<file path="src/rtl/padctl_pkg.sv">
package padctl_pkg;
    localparam int CFG_W = 13;
    localparam int DM_W  = 3;

    typedef struct packed {
        logic [DM_W-1:0] dmode;     // 12..10
        logic            trip_sel;  // 9
        logic            slew_slow; // 8
        logic            abus_pol;  // 7
        logic            abus_sel;  // 6
        logic            abus_en;   // 5
        logic            ib_sel;    // 4
        logic            in_dis;    // 3
        logic            hold_val;  // 2
        logic            out_dis;   // 1
        logic            mgmt_en;   // 0
    } padcfg_t;

    localparam padcfg_t CFG_RST_STD  = padcfg_t'(13'h0403);
    localparam padcfg_t CFG_RST_FULL = padcfg_t'(13'h1801);
    localparam logic [DM_W-2:0] DM_PULL_HI = 2'b01;
endpackage

</file>
<file path="src/rtl/padctl_cfg_reg.sv">
module padctl_cfg_reg
    import padctl_pkg::*;
#(
    parameter bit FULL_MGMT = 1'b0
) (
    input  logic    clk,
    input  logic    rst_n,
    input  logic    xfer_i,
    input  padcfg_t cfg_i,
    output padcfg_t cfg_o
);
    localparam padcfg_t RST_WORD = FULL_MGMT ? CFG_RST_FULL : CFG_RST_STD;

    typedef struct packed {
        padcfg_t cfg;
    } state_t;

    state_t st_d, st_q;

    always_comb begin
        st_d = st_q;
        if (xfer_i) begin
            st_d.cfg = cfg_i;
        end
    end

    always_ff @(posedge clk) begin
        if (!rst_n) begin
            st_q.cfg <= RST_WORD;
        end else begin
            st_q <= st_d;
        end
    end

    assign cfg_o = st_q.cfg;
endmodule

</file>
<file path="src/rtl/padctl_route.sv">
module padctl_route
    import padctl_pkg::*;
#(
    parameter bit FULL_MGMT = 1'b0
) (
    input  logic [DM_W-1:0] dmode_i,
    input  logic            out_dis_i,
    input  logic            mgmt_en_i,
    input  logic            user_out_i,
    input  logic            user_oe_i,
    input  logic            mgmt_out_i,
    input  logic            mgmt_oe_i,
    input  logic            pad_in_i,
    output logic            pad_out_o,
    output logic            pad_oe_n_o,
    output logic            user_in_o,
    output logic            mgmt_in_o
);
    logic mg_oe_d;
    logic bypass_d;

    generate
        if (FULL_MGMT) begin : g_full
            assign mg_oe_d  = mgmt_oe_i;
            assign bypass_d = mgmt_en_i;
        end else begin : g_std
            assign mg_oe_d  = 1'b1 | mgmt_oe_i;
            assign bypass_d = 1'b0;
        end
    endgenerate

    always_comb begin
        logic src_out_d;
        logic src_oe_d;
        logic pull_d;
        logic drive_d;
        src_out_d = mgmt_en_i ? mgmt_out_i : user_out_i;
        src_oe_d  = mgmt_en_i ? mg_oe_d    : user_oe_i;
        pull_d    = (dmode_i[DM_W-1:1] == DM_PULL_HI);
        pad_out_o = pull_d ? ~dmode_i[0] : src_out_d;
        drive_d   = bypass_d ? src_oe_d : (src_oe_d & ~out_dis_i);
        pad_oe_n_o = ~drive_d;
        user_in_o = mgmt_en_i ? 1'b0 : pad_in_i;
        if (!mgmt_en_i) begin
            mgmt_in_o = 1'b0;
        end else if (bypass_d) begin
            mgmt_in_o = pad_in_i;
        end else begin
            mgmt_in_o = out_dis_i ? pad_in_i : 1'b0;
        end
    end
endmodule

</file>
<file path="src/rtl/gpio_pad_ctl.sv">
module gpio_pad_ctl
    import padctl_pkg::*;
#(
    parameter bit FULL_MGMT = 1'b0
) (
    input  logic             clk,
    input  logic             rst_n,
    input  logic             xfer_i,
    input  logic [CFG_W-1:0] cfg_mirror_i,
    input  logic             user_out_i,
    input  logic             user_oe_i,
    output logic             user_in_o,
    input  logic             mgmt_out_i,
    input  logic             mgmt_oe_i,
    output logic             mgmt_in_o,
    input  logic             pad_in_i,
    output logic             pad_out_o,
    output logic             pad_oe_n_o,
    output logic [DM_W-1:0]  dmode_o,
    output logic             trip_sel_o,
    output logic             slew_slow_o,
    output logic             abus_pol_o,
    output logic             abus_sel_o,
    output logic             abus_en_o,
    output logic             ib_sel_o,
    output logic             in_dis_o,
    output logic             hold_val_o
);
    padcfg_t cfg_q;

    padctl_cfg_reg #(.FULL_MGMT(FULL_MGMT)) u_cfg (
        .clk   (clk),
        .rst_n (rst_n),
        .xfer_i(xfer_i),
        .cfg_i (padcfg_t'(cfg_mirror_i)),
        .cfg_o (cfg_q)
    );

    padctl_route #(.FULL_MGMT(FULL_MGMT)) u_route (
        .dmode_i   (cfg_q.dmode),
        .out_dis_i (cfg_q.out_dis),
        .mgmt_en_i (cfg_q.mgmt_en),
        .user_out_i(user_out_i),
        .user_oe_i (user_oe_i),
        .mgmt_out_i(mgmt_out_i),
        .mgmt_oe_i (mgmt_oe_i),
        .pad_in_i  (pad_in_i),
        .pad_out_o (pad_out_o),
        .pad_oe_n_o(pad_oe_n_o),
        .user_in_o (user_in_o),
        .mgmt_in_o (mgmt_in_o)
    );

    assign dmode_o     = cfg_q.dmode;
    assign trip_sel_o  = cfg_q.trip_sel;
    assign slew_slow_o = cfg_q.slew_slow;
    assign abus_pol_o  = cfg_q.abus_pol;
    assign abus_sel_o  = cfg_q.abus_sel;
    assign abus_en_o   = cfg_q.abus_en;
    assign ib_sel_o    = cfg_q.ib_sel;
    assign in_dis_o    = cfg_q.in_dis;
    assign hold_val_o  = cfg_q.hold_val;

    logic [CFG_W-1:0] word_vis;
    assign word_vis = {dmode_o, trip_sel_o, slew_slow_o, abus_pol_o, abus_sel_o,
                       abus_en_o, ib_sel_o, in_dis_o, hold_val_o,
                       cfg_q.out_dis, cfg_q.mgmt_en};

    AST_CFG_HELD: assert property (@(posedge clk) disable iff (!rst_n)
        !xfer_i |=> $stable(word_vis));
    AST_CFG_LOAD: assert property (@(posedge clk) disable iff (!rst_n)
        xfer_i |=> (word_vis == $past(cfg_mirror_i)));
    AST_PULL_LEVEL: assert property (@(posedge clk) disable iff (!rst_n)
        (dmode_o[DM_W-1:1] == DM_PULL_HI) |-> (pad_out_o == ~dmode_o[0]));
    AST_USER_QUIET: assert property (@(posedge clk) disable iff (!rst_n)
        cfg_q.mgmt_en |-> !user_in_o);
    AST_MGMT_QUIET: assert property (@(posedge clk) disable iff (!rst_n)
        !cfg_q.mgmt_en |-> !mgmt_in_o);
    AST_NO_DRIVE: assert property (@(posedge clk) disable iff (!rst_n)
        (cfg_q.out_dis && !(FULL_MGMT && cfg_q.mgmt_en)) |-> pad_oe_n_o);
endmodule

</file>
<file path="config.mk">
export PLATFORM = sky130hd
export DESIGN_NAME = gpio_pad_ctl
export DESIGN_NICKNAME = d
export VERILOG_FILES = /design/src/rtl/padctl_pkg.sv /design/src/rtl/padctl_cfg_reg.sv /design/src/rtl/padctl_route.sv /design/src/rtl/gpio_pad_ctl.sv
export SDC_FILE = /design/constraint.sdc
export NUM_CORES = 1
export LEC_CHECK = 0
export BUFFER_PORTS_ARGS = -buffer_cell sky130_fd_sc_hd__buf_4
export CAP_MARGIN = 40
export CELL_PAD_IN_SITES_DETAIL_PLACEMENT = 1
export CELL_PAD_IN_SITES_GLOBAL_PLACEMENT = 1
export CORE_MARGIN = 2
export CORE_UTILIZATION = 30
export CTS_BUF_LIST = sky130_fd_sc_hd__clkbuf_8
export DETAILED_ROUTE_END_ITERATION = 10
export GPL_TIMING_DRIVEN = 0
export PLACE_DENSITY = 0.82
export SLEW_MARGIN = 20
export SYNTH_ARGS = -nofsm -noshare
export SYNTH_HDL_FRONTEND = slang
export SYNTH_HIERARCHICAL = 1
export SYNTH_SLANG_ARGS = --single-unit
export TNS_END_PERCENT = 30
</file>
<file path="constraint.sdc">
create_clock -name clk -period 1.3 [get_ports clk]
set_clock_uncertainty 0.2 [all_clocks]
set_input_delay 0.195 -clock clk [delete_from_list [all_inputs] [get_ports clk]]
set_output_delay 0.195 -clock clk [all_outputs]
set_load 0.05 [all_outputs]
</file>
# Yosys cells after proc, flatten, opt, wreduce, memory -nomap -nowiden

Index checks and enable logic that the tools add are counted.

Register bits: 13
Input bits: 21
Output and inout bits: 15

Equality and inequality tests: 1
Muxes and demuxes: 6
Bitwise logic cells: 4

Operators by type and width:

| operator             | count |
|---|---|
| $mux W1              | 6 |
| $not A1 Y1           | 3 |
| $eq A2 B1 Y1 const B | 1 |
| $and A1 B1 Y1        | 1 |

# Longest topological paths before layout

Gate-level depths: netlist (run 1).

Word-level depth: 3
Mapped depth: 4
Mapped depth without buffers: 2

# Cells and area by module

The synthesis (run 1) kept the hierarchy.

By module, submodules not included:

| module         | instances | cells an instance | area each (µm²) | sequential area each (µm²) |
|---|---|---|---|---|
| padctl_cfg_reg | 1         | 42                | 499.2           | 260.2 |
| padctl_route   | 1         | 6                 | 50.0            | 0.0 |

# Worst setup path before layout (run 1)

Ideal clock, no wire load.

Path kind: flip-flop to output port
Start: register u_cfg.st_q (netlist bit u_cfg/cfg_o[12])
End: output pad_out_o
Arrival: 1677 ps
Required time: 905 ps
Slack: -772 ps
Cell stages (with the launch flop): 3
Buffers on the path: 0
Cell sequence: dfxtp_1 > nand2b_1 > mux2i_1

Word-level cells in the longest chain between the ends: 2

RTL lines:

| element                | RTL line             | text |
|---|---|---|
| start, declared        | padctl_cfg_reg.sv:18 | `state_t st_d, st_q;` |
| start signal, assigned | padctl_cfg_reg.sv:31 | `st_q <= st_d;` |
| $eq A2 B1 Y1           | padctl_route.sv:39   | `pull_d = (dmode_i[DM_W-1:1] == DM_PULL_HI);` |
| $mux W1                | padctl_route.sv:40   | `pad_out_o = pull_d ? ~dmode_i[0] : src_out_d;` |
| end, declared          | gpio_pad_ctl.sv:17   | `output logic pad_out_o,` |

Every way passes these cells.

# Worst setup path after layout (run 1)

Start: register u_cfg.st_q (netlist bit u_cfg/cfg_o[0])
End: output pad_out_o

Word-level cells in the longest chain between the ends: 2

RTL lines:

| element | RTL line           | text |
|---|---|---|
| $mux W1 | padctl_route.sv:37 | `src_out_d = mgmt_en_i ? mgmt_out_i : user_out_i;` |
| $mux W1 | padctl_route.sv:40 |  |

Every way passes these cells.

==> results of run 1 <==
[placed cells by master, fill, tap and decap left out]
| cell type | n |
|---|---|
| nand2b_4 | 1 |
| inv_1 | 1 |
| mux2i_1 | 13 |
| buf_6 | 4 |
| dfxtp_1 | 10 |
| buf_12 | 1 |
| dlygate4sd3_1 | 4 |
| clkbuf_1 | 1 |
| nor2b_1 | 10 |
| mux2i_4 | 2 |
| nand2_1 | 3 |
| o21bai_4 | 1 |
| and3_2 | 1 |
| and2b_2 | 1 |
| dfxtp_2 | 1 |
| buf_8 | 1 |
| buf_4 | 30 |
| dfxtp_4 | 2 |
| clkbuf_8 | 3 |
[kinds of logic (layout without fill, tap and decap cells)]
kind of cell           after synthesis  in the layout  synth area share
AO/OA/AOI/OAI                        1              1            0.0137
buffers and inverters                3             45            0.0638
flip-flops                          13             13             0.474
multiplexers                        15             15             0.273
AND/OR/NAND/NOR                     16             16             0.175
[cells in the mapped netlist]
cell,count
buf_12,1
o21bai_1,1
and2b_2,1
clkbuf_1,1
mux2i_1,15
buf_6,1
and3_2,1
dfxtp_1,13
nand2b_1,1
nor2b_1,10
nand2_1,3
[path summary, 6_finish.rpt]
kind / slack [ns] / from / to / cells past startpoint
max: -0.24 / u_cfg/cfg_o[0] / pad_out_o / 3
min: 0.009 / cfg_mirror_i[7] / u_cfg/cfg_o[7] / 3
max reg2reg: 0.40 / u_cfg/cfg_o[0] / u_cfg/cfg_o[0] / 2
min reg2reg: 0.32 / u_cfg/cfg_o[6] / u_cfg/cfg_o[6] / 2
[layout make-up]
type                            instances  area, um^2
Buffer                                  3        35.0
Fill cell                             192         734
Clock inverter                          1        3.75
Multi-Input combinational cell         32         298
Timing Repair Buffer                   38         314
Sequential cell                        13         269
Clock buffer                            3        41.3
Tap cell                               25        31.3
[metrics by stage]
| stage | utilization | hold WS, ns | power, W |
|---|---|---|---|
| after detailed placement | 0.492 | 0.220 | 0.000725 |
| after floorplan | - | 0.123 | 0.000625 |
| after CTS | 0.564 | 0.0126 | 0.00111 |
| final | 0.575 | 0.00878 | 0.00111 |
| after global placement | 0.492 | 0.212 | 0.000721 |
| after global routing | 0.575 | 0.0178 | 0.00116 |
[tightest hold or removal path: stages]
cell and delay, ns:
buf_4 0.07, mux2i_1 0.05, nor2b_1 0.09
[power by group through the flow]
stage / sequential, W / combinational, W / clock, W
after global routing: 0.000445 / 0.000329 / 0.000389
after floorplan: 0.000515 / 0.000110 / 0
final: 0.000441 / 0.000315 / 0.000357
after global placement: 0.000447 / 0.000274 / 0
after detailed placement: 0.000447 / 0.000278 / 0
after CTS: 0.000441 / 0.000304 / 0.000365
[routing by layer]
layer / vias up / wire length, um / GRT usage
met1: 238 / 634 / 0.178
li1: 243 / - / -
met3: 4 / 56 / 0.0231
met4: 0 / 29 / 0.100
met2: 18 / 950 / 0.301
met5: - / 0 / 0
[timing repair]
item / CTS / global route
endpoints found under the hold margin: 6 / 0
buffers inserted: 0 / 1
resized for setup: 9 / 2
gates cloned: 0 / 0
endpoints found under the setup margin: 4 / 5
hold buffers: 4 / 0
==> metrics.txt, run 1 <==
outcome finished with violations; failing checks setup timing; drt pass-1 iters 4; Critical Path RT 0.90 ns; Final nets 112; CP Cell Sequence mux2i_4, mux2i_4, buf_6; Sw Pwr around 0.00034 W; Tot GR Track Use 0.165; max incr delay on CP 0.37 ns; routability cong. ~0.62; initial core utilization 0.318; Rows 15; Seq pwr share 0.396; Max Cap Viol 0; I/O pin cnt 36; final setup fails 4; Fin Setup TNS -0.527 ns; DRT antenna net count 0; total wire length about 1700 um; setup slack after layout -0.236 ns; CP Buf/Inv Count 1; yosys warns 6; post-layout instance area about 990 um^2; class of the worst hold path input pin to flop; sw frac 0.303; Layout area overhead 80.6%; Worst-path clk slew 0.06 ns; share of cells above drive strength 1 0.533; synthesis-stage register bit count 13; Clk Latency, worst-skew pair ~0.24 ns; final non-filler cell total roughly 120; Worst-Margin Slew roughly 0.36 ns; most numerous cell on the critical path mux2i_4; final max-slew violation count 0; Inserted Clock Buffers 3; Critical Path Source Type flop; TritonCTS Sinks 13; average size of a mapped cell approximately 11 um^2; WL/cell 14.5 um; Detail Placement HPWL between 1000 and 1500 um; die height 46.8 um; RSZ-0062 raised after global routing true; Cell Area, Synth around 550 um^2; Tcrit/Tclk final 1.18; clock share of power 0.321; Mapped Nets between 60 and 70; CP Class flop to primary output; CTS tree yes; Yosys top cell area share 0.474; CP Data Arrival Time 1.14 ns; Synth cell types 11; global-route wire length before repair roughly 2400 um; dpl ws -0.107 ns; P per Cell Area 1120 mW/mm^2; Cells after Synth 48; slowest CP cell dfxtp_4; Die ar. between 0.002 and 0.0025 mm^2; Max Clk Rate about 650 MHz; final hold violations 0; antenna violations before repair 0; largest net degree at the start of global routing 11; Vias ~500; IO Port Bufs 33; overflow left after global routing 0; worst vdd ir 0.556 mV; CP top delay family flip-flops; vias in the first global route between 500 and 600; CP endpoint kind primary output; Core ar. approximately 0.0017 mm^2; Placed Instance Area 850 um^2; H-Tree Depth 1; cell taking the most area after synthesis dfxtp_1; Area contributors post-synth dfxtp_1, mux2i_1, nor2b_1; Initial DRC Count 4; Critical Path Fanout Max 5; sequential fraction of the synthesis area 0.474; cell-internal power around 0.00078 W; Gate power share 0.283; maximum buffer depth of the clock tree 2; CTS root buffer clkbuf_8; Antenna Cells 0; Slew HR 0.760; # DRC 0; Placed Cells about 110; Final min period roughly 1.5 ns; leakage power around 0.47 nW; max FFs per register 13; Vias/cell between 4 and 5; Die Wd roughly 47 um
No activity file was read; power rests on OpenSTA's default activity.
==> run 2, diff against run 1 <==
--- a/config.mk
+++ b/config.mk
@@ -15,6 +15,7 @@
 export DETAILED_ROUTE_END_ITERATION = 10
 export GPL_TIMING_DRIVEN = 0
 export PLACE_DENSITY = 0.82
+export RECOVER_POWER = 25
 export SLEW_MARGIN = 20
 export SYNTH_ARGS = -nofsm -noshare
 export SYNTH_HDL_FRONTEND = slang
==> metrics.txt, run 2 (same netlist as run 1, synthesis figures left out) <==
RSZ-0062 raised after global routing true; # DRC 0; Max Clk Rate 651 MHz; Detail Placement HPWL roughly 1000 um; register area 269 um^2; Critical Path RT approximately 0.90 ns; Worst-Margin Slew around 0.36 ns; most numerous cell on the critical path mux2i_4; final hold violations 0; slowest CP cell dfxtp_4; met1 Resource Use GR 0.178; CTS root buffer clkbuf_8; Die Wd 46.8 um; worst vdd ir 0.556 mV; IO Port Bufs 33; Worst-path clk slew 0.06 ns; M2 GR Usage 0.301; I/O pin cnt 36; Tcrit/Tclk final 1.18; final setup fails 4; class of the worst hold path input pin to flop; Fin Setup TNS -0.528 ns; Critical Path Fanout Max 5; outcome finished with violations; Placed Instance Area around 850 um^2; die height ~47 um; FILL cells between 150 and 200; Slew HR 0.760; busiest grt layer met2; maximum buffer depth of the clock tree 2; Tot GR Track Use 0.165; final non-filler cell total roughly 120; post-layout instance area slightly below 0.001 mm^2; WL/cell 14.5 um; CP Class flop to primary output; fin util 0.575; Core ar. between 0.0015 and 0.002 mm^2; max incr delay on CP between 0.3 and 0.4 ns; drt pass-1 iters 3; Initial DRC Count 4; vias in the first global route 520; global-route wire length before repair 2370 um; multi-input logic area between 200 and 300 um^2; CP Cell Sequence mux2i_4, mux2i_4, buf_6; share of cells above drive strength 1 0.533; final max-slew violation count 0; Hold WS between 0.008 and 0.009 ns; CP endpoint kind primary output; DRT antenna net count 0; TritonCTS Sinks 13; most common cell after layout, fill and taps aside buf_4; Clk Latency, worst-skew pair ~0.24 ns; failing checks setup timing; Placed Cells between 100 and 150; total wire length 1670 um; setup slack after layout -0.236 ns; Rows 15; routability cong. 0.623; Vias/cell roughly 4.4; CP Buf/Inv Count 1; Die ar. around 0.0022 mm^2; most frequent cells in the layout buf_4, mux2i_1, nor2b_1, dfxtp_1; initial core utilization 0.318; leakage power between 0.4 and 0.5 nW; max FFs per register 13; Layout area overhead 80.6%; Vias between 500 and 600; P per Cell Area about 1100 mW/mm^2; largest net degree at the start of global routing 11; Critical Path Source Type flop; Final nets approximately 110; Final min period 1.54 ns; CP Data Arrival Time around 1.1 ns; Max Cap Viol 0; overflow left after global routing 0; met3 usage 0.0231; Inserted Clock Buffers 3; CTS tree yes; CP top delay family flip-flops; H-Tree Depth 1; antenna violations before repair 0; Antenna Cells 0
-- run 2: worst reg2reg max path, stage by stage (launching register included) --
cell and delay (ns):
dfxtp_4 0.37, mux2i_1 0.13, nand2_1 0.07
-- run 2: final timing paths --
path / slack, ns / cells after the start / from / end
setup / recovery: -0.24 / 3 / u_cfg/cfg_o[0] / pad_out_o
hold reg to reg: 0.32 / 2 / u_cfg/cfg_o[6] / u_cfg/cfg_o[6]
hold / removal: 0.009 / 3 / cfg_mirror_i[7] / u_cfg/cfg_o[7]
setup reg to reg: 0.40 / 2 / u_cfg/cfg_o[0] / u_cfg/cfg_o[0]
-- run 2: metrics by stage --
step / setup WS [ns] / power [W]
global route: -0.284 / 0.00116
detailed placement: -0.107 / 0.000725
finish: -0.236 / 0.00111
floorplan: -0.157 / 0.000625
global placement: -0.0784 / 0.000721
CTS: -0.218 / 0.00111
-- run 2: final cells by class --
| class | count | area share |
|---|---|---|
| flip-flops and latches | 13 | 0.271 |
| repair buffers | 38 | 0.317 |
| plain buffers | 3 | 0.0353 |
| clock inverters | 1 | 0.00378 |
| multi-input cells | 32 | 0.300 |
| clock buffers | 3 | 0.0416 |
| well taps | 25 | 0.0315 |
-- run 2: layer usage --
| layer | wire, um | share of wire |
|---|---|---|
| met3 | 56 | 0.034 |
| met5 | 0 | 0 |
| met4 | 29 | 0.017 |
| met2 | 951 | 0.57 |
| met1 | 633 | 0.38 |
-- run 2: report_power, final --
part	leakage (nW)	internal [W]	switching (W)
Combinational	0.337	0.000145	0.000169
Sequential	0.109	0.000422	0.0000191
Clock	0.0269	0.000209	0.000149
-- run 2: what timing repair did --
item	4_1_cts	5_1_grt
setup endpoints to repair	4	5
setup buffers	0	1
hold buffers	4	0
hold endpoints to repair	6	0
gates resized for setup	9	2
